**src/rtl/clock_nchance_pkg.sv**
```systemverilog
package clock_nchance_pkg;

   // Operation the hand applies to the frame it is examining
   typedef enum logic [2:0] {
      OP_NONE,
      OP_PASS,     // used flag was set: clear it and the counter
      OP_AGE,      // idle: counter + 1
      OP_AGE_WB,   // idle and modified: counter + 1, write-back, clear modified
      OP_LOAD      // chosen: slot refilled with a fresh page
   } slot_op_e;

endpackage

```
**src/rtl/nchance_slot.sv**
```systemverilog
module nchance_slot
   import clock_nchance_pkg::*;
#(
   parameter int CNT_W   = 2,
   parameter int CNT_MAX = 2
) (
   input  logic             clk,
   input  logic             rst_n,
   input  logic             op_en,
   input  slot_op_e         op,
   input  logic             acc_hit,
   input  logic             acc_wr,
   output logic             valid_o,
   output logic             use_o,
   output logic             dirty_o,
   output logic [CNT_W-1:0] cnt_o
);

   logic             valid_q, use_q, dirty_q;
   logic [CNT_W-1:0] cnt_q;

   always_ff @(posedge clk) begin
      if (!rst_n) begin
         valid_q <= 1'b0;
         use_q   <= 1'b0;
         dirty_q <= 1'b0;
         cnt_q   <= '0;
      end else if (op_en) begin
         // the hand owns the slot this cycle; a colliding access is dropped
         unique case (op)
            OP_PASS: begin
               use_q <= 1'b0;
               cnt_q <= '0;
            end
            OP_AGE:  cnt_q <= cnt_q + 1'b1;
            OP_AGE_WB: begin
               cnt_q   <= cnt_q + 1'b1;
               dirty_q <= 1'b0;
            end
            OP_LOAD: begin
               valid_q <= 1'b1;
               use_q   <= 1'b0;
               dirty_q <= 1'b0;
               cnt_q   <= '0;
            end
            default: ;
         endcase
      end else if (acc_hit && valid_q) begin
         use_q <= 1'b1;
         if (acc_wr) dirty_q <= 1'b1;
      end
   end

   assign valid_o = valid_q;
   assign use_o   = use_q;
   assign dirty_o = dirty_q;
   assign cnt_o   = cnt_q;

   // the sweep counter never passes the largest chance count
   p_cnt_bound_r6: assert property (@(posedge clk) disable iff (!rst_n)
      cnt_q <= CNT_W'(CNT_MAX));

endmodule

```
**src/rtl/nchance_hand_ctrl.sv**
```systemverilog
module nchance_hand_ctrl
   import clock_nchance_pkg::*;
#(
   parameter int NUM_FRAMES    = 4,
   parameter int CLEAN_CHANCES = 1,
   parameter int DIRTY_CHANCES = 2,
   parameter int IDX_W         = 2,
   parameter int CNT_W         = 2
) (
   input  logic             clk,
   input  logic             rst_n,
   input  logic             repl_req,
   input  logic             ex_valid,
   input  logic             ex_use,
   input  logic             ex_dirty,
   input  logic [CNT_W-1:0] ex_cnt,
   output logic [IDX_W-1:0] hand_o,
   output logic             searching_o,
   output slot_op_e         op_o,
   output logic             done_o,
   output logic [IDX_W-1:0] victim_o,
   output logic             wb_valid_o,
   output logic [IDX_W-1:0] wb_frame_o
);

   logic [IDX_W-1:0] hand_q, victim_q, wb_frame_q;
   logic             searching_q, done_q, wb_valid_q;
   logic [CNT_W-1:0] next_cnt;
   logic             early_wb_hit;
   logic             wb_now;
   slot_op_e         op;

   assign next_cnt = ex_cnt + 1'b1;

   // Variant: early write-back exists only when modified frames get extra sweeps
   generate
      if (DIRTY_CHANCES > CLEAN_CHANCES) begin : g_early_wb
         assign early_wb_hit = (next_cnt == CNT_W'(DIRTY_CHANCES - 1));
      end else begin : g_no_early_wb
         assign early_wb_hit = 1'b0;
      end
   endgenerate

   always_comb begin
      op     = OP_NONE;
      wb_now = 1'b0;
      if (searching_q) begin
         if (!ex_valid) begin
            op = OP_LOAD;
         end else if (ex_use) begin
            op = OP_PASS;
         end else if (ex_dirty) begin
            if (next_cnt >= CNT_W'(DIRTY_CHANCES)) begin
               op     = OP_LOAD;
               wb_now = 1'b1;
            end else if (early_wb_hit) begin
               op     = OP_AGE_WB;
               wb_now = 1'b1;
            end else begin
               op = OP_AGE;
            end
         end else if (next_cnt >= CNT_W'(CLEAN_CHANCES)) begin
            op = OP_LOAD;
         end else begin
            op = OP_AGE;
         end
      end
   end

   always_ff @(posedge clk) begin
      if (!rst_n) begin
         hand_q      <= '0;
         searching_q <= 1'b0;
         done_q      <= 1'b0;
         victim_q    <= '0;
         wb_valid_q  <= 1'b0;
         wb_frame_q  <= '0;
      end else begin
         done_q     <= 1'b0;
         wb_valid_q <= 1'b0;
         if (!searching_q) begin
            searching_q <= repl_req;
         end else begin
            hand_q <= (hand_q == IDX_W'(NUM_FRAMES - 1)) ? '0 : hand_q + 1'b1;
            if (op == OP_LOAD) begin
               searching_q <= 1'b0;
               done_q      <= 1'b1;
               victim_q    <= hand_q;
            end
            if (wb_now) begin
               wb_valid_q <= 1'b1;
               wb_frame_q <= hand_q;
            end
         end
      end
   end

   assign hand_o      = hand_q;
   assign searching_o = searching_q;
   assign op_o        = op;
   assign done_o      = done_q;
   assign victim_o    = victim_q;
   assign wb_valid_o  = wb_valid_q;
   assign wb_frame_o  = wb_frame_q;

   // completion is a single-cycle pulse
   p_done_pulse_r3: assert property (@(posedge clk) disable iff (!rst_n)
      done_q |=> !done_q);

   // a request is never taken while a search runs; done ends the search
   p_idle_after_done_r10: assert property (@(posedge clk) disable iff (!rst_n)
      done_q |-> !searching_q);

endmodule

```
**src/rtl/clock_nchance_victim.sv**
```systemverilog
module clock_nchance_victim
   import clock_nchance_pkg::*;
#(
   parameter  int NUM_FRAMES    = 4,
   parameter  int CLEAN_CHANCES = 1,
   parameter  int DIRTY_CHANCES = 2,
   localparam int IDX_W         = $clog2(NUM_FRAMES),
   localparam int CNT_W         = $clog2(DIRTY_CHANCES + 1)
) (
   input  logic             clk,
   input  logic             rst_n,
   input  logic             acc_valid,
   input  logic [IDX_W-1:0] acc_frame,
   input  logic             acc_write,
   input  logic             repl_req,
   output logic             done,
   output logic [IDX_W-1:0] victim,
   output logic             wb_valid,
   output logic [IDX_W-1:0] wb_frame
);

   initial begin
      assert (NUM_FRAMES >= 2) else $error("NUM_FRAMES must be at least 2");
      assert (CLEAN_CHANCES >= 1) else $error("CLEAN_CHANCES must be at least 1");
      assert (DIRTY_CHANCES >= CLEAN_CHANCES)
         else $error("DIRTY_CHANCES must not be below CLEAN_CHANCES");
   end

   logic [NUM_FRAMES-1:0] valid_v, use_v, dirty_v;
   logic [CNT_W-1:0]      cnt_v [NUM_FRAMES];
   logic [IDX_W-1:0]      hand;
   logic                  searching;
   slot_op_e              op;

   nchance_hand_ctrl #(
      .NUM_FRAMES   (NUM_FRAMES),
      .CLEAN_CHANCES(CLEAN_CHANCES),
      .DIRTY_CHANCES(DIRTY_CHANCES),
      .IDX_W        (IDX_W),
      .CNT_W        (CNT_W)
   ) u_ctrl (
      .clk        (clk),
      .rst_n      (rst_n),
      .repl_req   (repl_req),
      .ex_valid   (valid_v[hand]),
      .ex_use     (use_v[hand]),
      .ex_dirty   (dirty_v[hand]),
      .ex_cnt     (cnt_v[hand]),
      .hand_o     (hand),
      .searching_o(searching),
      .op_o       (op),
      .done_o     (done),
      .victim_o   (victim),
      .wb_valid_o (wb_valid),
      .wb_frame_o (wb_frame)
   );

   generate
      for (genvar i = 0; i < NUM_FRAMES; i++) begin : g_slot
         nchance_slot #(
            .CNT_W  (CNT_W),
            .CNT_MAX(DIRTY_CHANCES)
         ) u_slot (
            .clk    (clk),
            .rst_n  (rst_n),
            .op_en  (searching && (hand == IDX_W'(i))),
            .op     (op),
            .acc_hit(acc_valid && (acc_frame == IDX_W'(i))),
            .acc_wr (acc_write),
            .valid_o(valid_v[i]),
            .use_o  (use_v[i]),
            .dirty_o(dirty_v[i]),
            .cnt_o  (cnt_v[i])
         );
      end
   endgenerate

   // the slot reported as victim holds a fresh page when done fires
   p_victim_fresh_r7: assert property (@(posedge clk) disable iff (!rst_n)
      done |-> (valid_v[victim] && !use_v[victim] && !dirty_v[victim]
                && cnt_v[victim] == '0));

   // an early write-back leaves the reported frame unmodified
   p_wb_clean_r6: assert property (@(posedge clk) disable iff (!rst_n)
      (wb_valid && !done) |-> !dirty_v[wb_frame]);

endmodule

```
**config.mk**
```make
export PLATFORM = sky130hd
export DESIGN_NAME = clock_nchance_victim
export DESIGN_NICKNAME = d
export VERILOG_FILES = /design/src/rtl/clock_nchance_pkg.sv /design/src/rtl/nchance_slot.sv /design/src/rtl/nchance_hand_ctrl.sv /design/src/rtl/clock_nchance_victim.sv
export SDC_FILE = /design/constraint.sdc
export NUM_CORES = 1
export LEC_CHECK = 0
export BUFFER_PORTS_ARGS = -buffer_cell sky130_fd_sc_hd__clkbuf_2
export CORE_ASPECT_RATIO = 0.75
export CORE_UTILIZATION = 53
export CTS_CLUSTER_DIAMETER = 60
export DETAILED_ROUTE_END_ITERATION = 7
export PLACE_DENSITY_LB_ADDON = 0.1
export SYNTH_ARGS = -nofsm -noshare
export SYNTH_HDL_FRONTEND = slang
export SYNTH_SLANG_ARGS = --single-unit
export TNS_END_PERCENT = 10
```
**constraint.sdc**
```tcl
create_clock -name clk -period 2.7 [get_ports clk]
set_clock_uncertainty 0.15 [all_clocks]
set_input_delay 0.27 -clock clk [delete_from_list [all_inputs] [get_ports clk]]
set_output_delay 0.27 -clock clk [all_outputs]
set_load 0.05 [all_outputs]
```
==> results of run 1 <==
placed cells by master, fill, tap and decap left out, types with 6 or more instances in the layout:
cell	instances
a21oi_1	15
buf_4	6
clkbuf_2	12
dfxtp_1	29
ha_1	6
inv_1	11
nand2_1	10
nand3_1	6
area by class of cell:
| class | instances | area [µm²] |
|---|---|---|
| clock buffer | 6 | 72.6 |
| clock inverter | 2 | 10.0 |
| fill | 246 | 1010 |
| inverter | 11 | 41.3 |
| multi-input combinational | 124 | 1040 |
| sequential | 29 | 581 |
| tap | 38 | 47.5 |
| timing repair buffer | 20 | 131 |
path summary, 6_finish.rpt:
| kind | cells after the start | from | endpoint |
|---|---|---|---|
| setup / recovery | 9 | u_ctrl.hand_o[0]$_SDFFE_PN0P_ | u_ctrl.victim_o[1]$_SDFFE_PN0P_ |
| hold / removal | 3 | repl_req | u_ctrl.searching_o$_SDFF_PN0_ |
| setup reg to reg | 9 | u_ctrl.hand_o[0]$_SDFFE_PN0P_ | u_ctrl.victim_o[1]$_SDFFE_PN0P_ |
| hold reg to reg | 2 | u_ctrl.victim_o[0]$_SDFFE_PN0P_ | u_ctrl.victim_o[0]$_SDFFE_PN0P_ |
logic make-up (layout without fill, tap and decap cells):
logic type | Yosys count | count (layout) | synth area share
simple gates | 54 | 54 | 0.204
compound gates | 53 | 53 | 0.233
flops | 29 | 29 | 0.354
buf+inv | 20 | 39 | 0.0526
mux | 11 | 11 | 0.111
fa+ha+maj | 6 | 6 | 0.0458
sequential cells by signal, indices dropped and copies added (netlist names):
register	cells
g_slot.u_slot.cnt_o	8
g_slot.u_slot.dirty_o	4
g_slot.u_slot.use_o	4
g_slot.u_slot.valid_o	4
u_ctrl.done_o	1
u_ctrl.hand_o	2
u_ctrl.searching_o	1
u_ctrl.victim_o	2
u_ctrl.wb_frame_o	2
u_ctrl.wb_valid_o	1
worst reg2reg max path, delay by kind of cell, from the launching register on:
family	cells	cell delay, ns
AOI/OAI and AO/OA	4	0.79
adders and majority gates	1	0.22
buffers and inverters	2	0.26
DFF	1	0.42
muxes	1	0.55
and+or+nand+nor	1	0.15
through the flow:
step	cells	setup TNS, ns	util	hold slack [ns]	area (µm²)
3_5_place_dp	220	-0.0688	0.601	0.314	1770
5_1_grt	230	-0.242	0.655	0.114	1920
2_1_floorplan	173	0	-	0.274	1660
4_1_cts	228	0	0.636	0.0961	1870
3_3_place_gp	220	0	0.601	0.308	1770
6_report	230	0	0.655	0.0955	1920
power breakdown:
part / total [mW] / leakage (nW) / internal, mW / switching, mW
clock network: 0.340 / 0.0450 / 0.178 / 0.162
registers: 0.440 / 0.234 / 0.434 / 0.00629
logic: 0.0927 / 0.431 / 0.0344 / 0.0583
total: 0.873 / 0.711 / 0.646 / 0.227
timing repair:
action / CTS / global route
pin swaps: 0 / 1
resized for setup: 2 / 10
setup endpoints to repair: 6 / 20
setup buffers: 0 / 2
per-layer routing:
layer,up-vias,GRT usage
li1,696,-
met3,10,0.0864
met1,751,0.433
met2,91,0.454
met5,-,0
met4,0,0.0957
==> out/qor.yml, run 1 <==
clock_tree:
  htreeDepth: 2
  root_buffer: "clkbuf_8"
  cts_hold_buf: 0
  clock-sinks: 29
  cts_max_path_buffers: 2
  cts.clk_slew.worst_paths_ns: 0.06
  numCtsBuffers: 5
  worstSkewPairLatency_ns: 0.28
  tritoncts: "yes"
synthesis:
  synth_edf_count: 0
  yosysSeqAreaShare: 0.354
  synthTopCellsByCount: "dfxtp_1, a21oi_1, inv_1"
  async_flop_share: 0
  yosysMostFrequentCell: "dfxtp_1"
  syn_avg_cell_area_um2: 9.48
  syn_inst: 173
  synth_area_leaders: "dfxtp_1, mux4_2, a21oi_1"
  yosysUniqueCellTypes: 47
  synth_top_area_share: 0.354
  synth.net_count: 186
  yosysTopAreaCell: "dfxtp_1"
  ys.flop_type: "dfxtp_1"
  syn-cell-area_um2: 1640
  ys_ff_latch: 29
  yosys_warnings: 0
route:
  route.vias.total: 1548
  drc_errors: 0
  initialDrtViolationCount: 146
  firstDrtPassIters: 7
  wl_met2_um: 2110
  topRoutingLayerUsed: "met4"
  wirelength_um: 4670
  m1WireLength_um: 1960
  wl_per_cell_um: 20.3
  wl_met3_um: 531
  vias_per_cell: 6.73
  ant_nets: 0
finish:
  nets: 204
  drive_gt1_frac: 0.255
  num_antenna_cells: 0
  area_growth_pct: 17.2
placed_design:
  dpl.hpwl_um: 3260
  numPortBuffers: 12
  gp_congestion: 0.833
  dpl_worst_slack_ns: -0.0457
floorplanning:
  start_util: 0.559
  dieArea_um2: 3320
  coreArea_um2: 2940
  die_x_um: 66.2
  die_h_um: 50.2
  fp-row-count: 17
  io_pins: 13
worst_setup_path:
  cp-end-kind: "flop"
  slowest_stage: "mux4_2"
  crit_path_start_kind: "flop"
  crit_path_cell_trace: "mux4_2 -> inv_1 -> ha_1 -> nand2b_2 -> o32ai_4 -> buf_4 -> o21ba_2 -> o211ai_1 -> a21oi_1"
  cp.arrival_ns: 2.69
  cp.buffers_inverters: 2
  r2r_slack_ns: 0.07
  worst_path_largest_cell_delay_ns: 0.55
  required_ns: 2.75
  worst-path-max-fanout: 4
  path_class: "flop to flop"
  cp_top_family: "compound AO/OA/AOI/OAI gates"
run_status:
  status: "complete, no violations"
sta:
  layout_min_cycle_time_ns: 2.63
  fin_ws_ns: 0.0680
  slew-limit-headroom: 0.379
  post-route-period-util: 0.975
  slew_violations: 0
  worstMarginPinSlew_ns: 0.923
  finalHoldViolCount: 0
  setup_viol: 0
  fmax_ghz: 0.380
grt:
  grt_max_degree: 21
  grt_pass1_vias: 1446
  antenna_found_initial: 0
  grt_overflow: 0
  grt_first_pass_wirelength_um: 7470
  grt_usage: 0.308
pwr:
  peakVddDrop_mv: 0.338
  powerDensity_nw_per_um2: 454
  p_leak_nw: 0.711
  total_power_mw: 0.873
job:
  drv_cap: 0
min_path:
  hold_class: "input pin to flop"
Power figures use the tool's default switching activity.
==> run 2: changes to the inputs <==
==> constraint.sdc (replaced) <==
create_clock -name clk -period 2.2 [get_ports clk]
set_clock_uncertainty 0.15 [all_clocks]
set_input_delay 0.22 -clock clk [delete_from_list [all_inputs] [get_ports clk]]
set_output_delay 0.22 -clock clk [all_outputs]
set_load 0.05 [all_outputs]
==> out/qor.yml, run 2 (synthesized netlist as in run 1, its figures left out) <==
clock_tree:
  root_buffer: "clkbuf_8"
  tritoncts: "yes"
  clock-sinks: 29  # unchanged
  worstSkewPairLatency_ns: 0.29  # about the same
  numCtsBuffers: 5  # unchanged
  htreeDepth: 2  # unchanged
  cts.clk_slew.worst_paths_ns: 0.06  # about the same
  cts_max_path_buffers: 2  # unchanged
route:
  firstDrtPassIters: 4  # -3
  wl_per_cell_um: 17.5  # -14%
  initialDrtViolationCount: 93  # -36%
  route.vias.total: 1555  # +0.45%
  wirelength_um: 4380  # -6.0%
  drc_errors: 0  # unchanged
  vias_per_cell: 6.20  # -8.0%
  ant_nets: 0  # unchanged
sta:
  rsz0062_at_grt: "yes"
  worstMarginPinSlew_ns: 0.536  # -0.387 ns
  layout_min_cycle_time_ns: 2.31  # -0.317 ns
  slew_violations: 0  # unchanged
  finalHoldViolCount: 0  # unchanged
  final.setup.tns_ns: -1.32  # -1.32 ns
  setup_viol: 19  # +19
  whs_ns: 0.0280  # -0.0675 ns
  fin_ws_ns: -0.115  # -0.183 ns
  slew-limit-headroom: 0.642  # +0.263
  post-route-period-util: 1.05  # +0.0772
  fmax_ghz: 0.432  # +14%
finish:
  nets: 226  # +11%
  mostFrequentLayoutCell: "buf_4"
  finalInstanceArea_um2: 2130  # +11%
  drive_gt1_frac: 0.362  # +0.106
  final_cell_mix: "buf_4, dfxtp_1, a21oi_1"
  fin_util: 0.726  # +0.0716
  num_antenna_cells: 0  # unchanged
  layout.filler_cells: 224  # -8.9%
  area_growth_pct: 30.0
  largest_reg_flops: 8  # unchanged
  fin_cells: 251  # +9.1%
min_path:
  min-delay-start: "repl_req"
  whs_path_depth: 3  # unchanged
  hold_class: "input pin to flop"
worst_setup_path:
  crit_path_start_kind: "flop"
  crit_start: "u_ctrl.hand_o[0]$_SDFFE_PN0P_"
  worstRegToRegCells: 8  # -1
  cp-end-kind: "flop"
  reg2reg_from: "u_ctrl.hand_o[0]$_SDFFE_PN0P_"
  cp.arrival_ns: 2.38  # -0.31 ns
  worst-path-max-fanout: 6  # +2
  path_class: "flop to flop"
  required_ns: 2.26  # -0.49 ns
grt:
  antenna_found_initial: 0  # unchanged
  grt_usage: 0.297  # -0.0104
  grt_max_degree: 21  # unchanged
  grt_use_met2: 0.432  # -0.0221
  grt-busiest-layer: "met2"
  grt_pass1_vias: 1414  # -2.2%
  grtUsageMet3: 0.0818  # -0.00455
  grt_first_pass_wirelength_um: 6970  # -6.6%
  met1_usage: 0.420  # -0.0130
  grt_overflow: 0  # unchanged
placed_design:
  gp_congestion: 0.831  # -0.25%
  placed_area_um2: 2010  # +14%
  dpl.hpwl_um: 3280  # +0.74%
  numPortBuffers: 12  # unchanged
  dp_cells: 243  # +10%
run_status:
  violations: "negative setup slack"
  status: "finished with violations"
floorplanning:
  io_pins: 13  # unchanged
  die_x_um: 66.2  # unchanged
  fp-row-count: 17  # unchanged
  die_h_um: 50.2  # unchanged
  dieArea_um2: 3320  # unchanged
  coreArea_um2: 2940  # unchanged
  start_util: 0.559  # unchanged
job:
  drv_cap: 0  # unchanged
pwr:
  powerDensity_nw_per_um2: 519  # +14%
  peakVddDrop_mv: 0.439  # +30%
  p_leak_nw: 0.850  # +20%
==> run 2: timing repair <==
item	CTS	global route
pin swaps	4	3
endpoints found under the setup margin	22	26
setup buffers	1	0
gates resized for setup	2	4
hold buffers	0	0
==> run 2: critical path, cell delays in order, from the launching register on <==
cell and delay [ns]:
dfxtp_2 0.34, mux4_2 0.53, inv_2 0.08, ha_4 0.21, nand2b_4 0.11, o32ai_4 0.12
o31ai_4 0.40, o211ai_1 0.15, a31oi_1 0.15
==> run 2: power breakdown <==
group | internal (mW) | switching [mW] | leakage (nW)
Combinational | 0.0506 | 0.0708 | 0.570
Clock | 0.247 | 0.198 | 0.0443
Sequential | 0.533 | 0.00731 | 0.235
==> run 2: path summary, 6_finish.rpt <==
kind	end	slack (ns)
max	g_slot[1].u_slot.cnt_o[1]$_SDFFE_PN0P_	-0.11
min	u_ctrl.searching_o$_SDFF_PN0_	0.03
max reg2reg	g_slot[1].u_slot.cnt_o[1]$_SDFFE_PN0P_	-0.11
min reg2reg	u_ctrl.victim_o[0]$_SDFFE_PN0P_	0.32
==> run 2: layout make-up <==
class	count	area, µm²	area share
clock buffers	7	86.3	0.0405
inverters	11	41.3	0.0194
multi-input cells	124	1080	0.507
flip-flops and latches	29	583	0.273
well taps	38	47.5	0.0223
repair buffers	42	293	0.137
==> run 2: per-stage QoR <==
stage | power, mW | setup slack [ns]
finish | 1.11 | -0.115
global route | 1.14 | -0.213
CTS | 1.11 | -0.0949
detailed placement | 0.669 | -0.180
global placement | 0.665 | -0.0834
floorplan | 0.630 | -0.281
==> run 2: per-layer routing <==
metal  vias to the layer above  share of wire
li1                        745              -
met1                       743           0.47
met2                        58           0.44
met3                         9          0.068
met4                         0          0.021
met5                         -              0
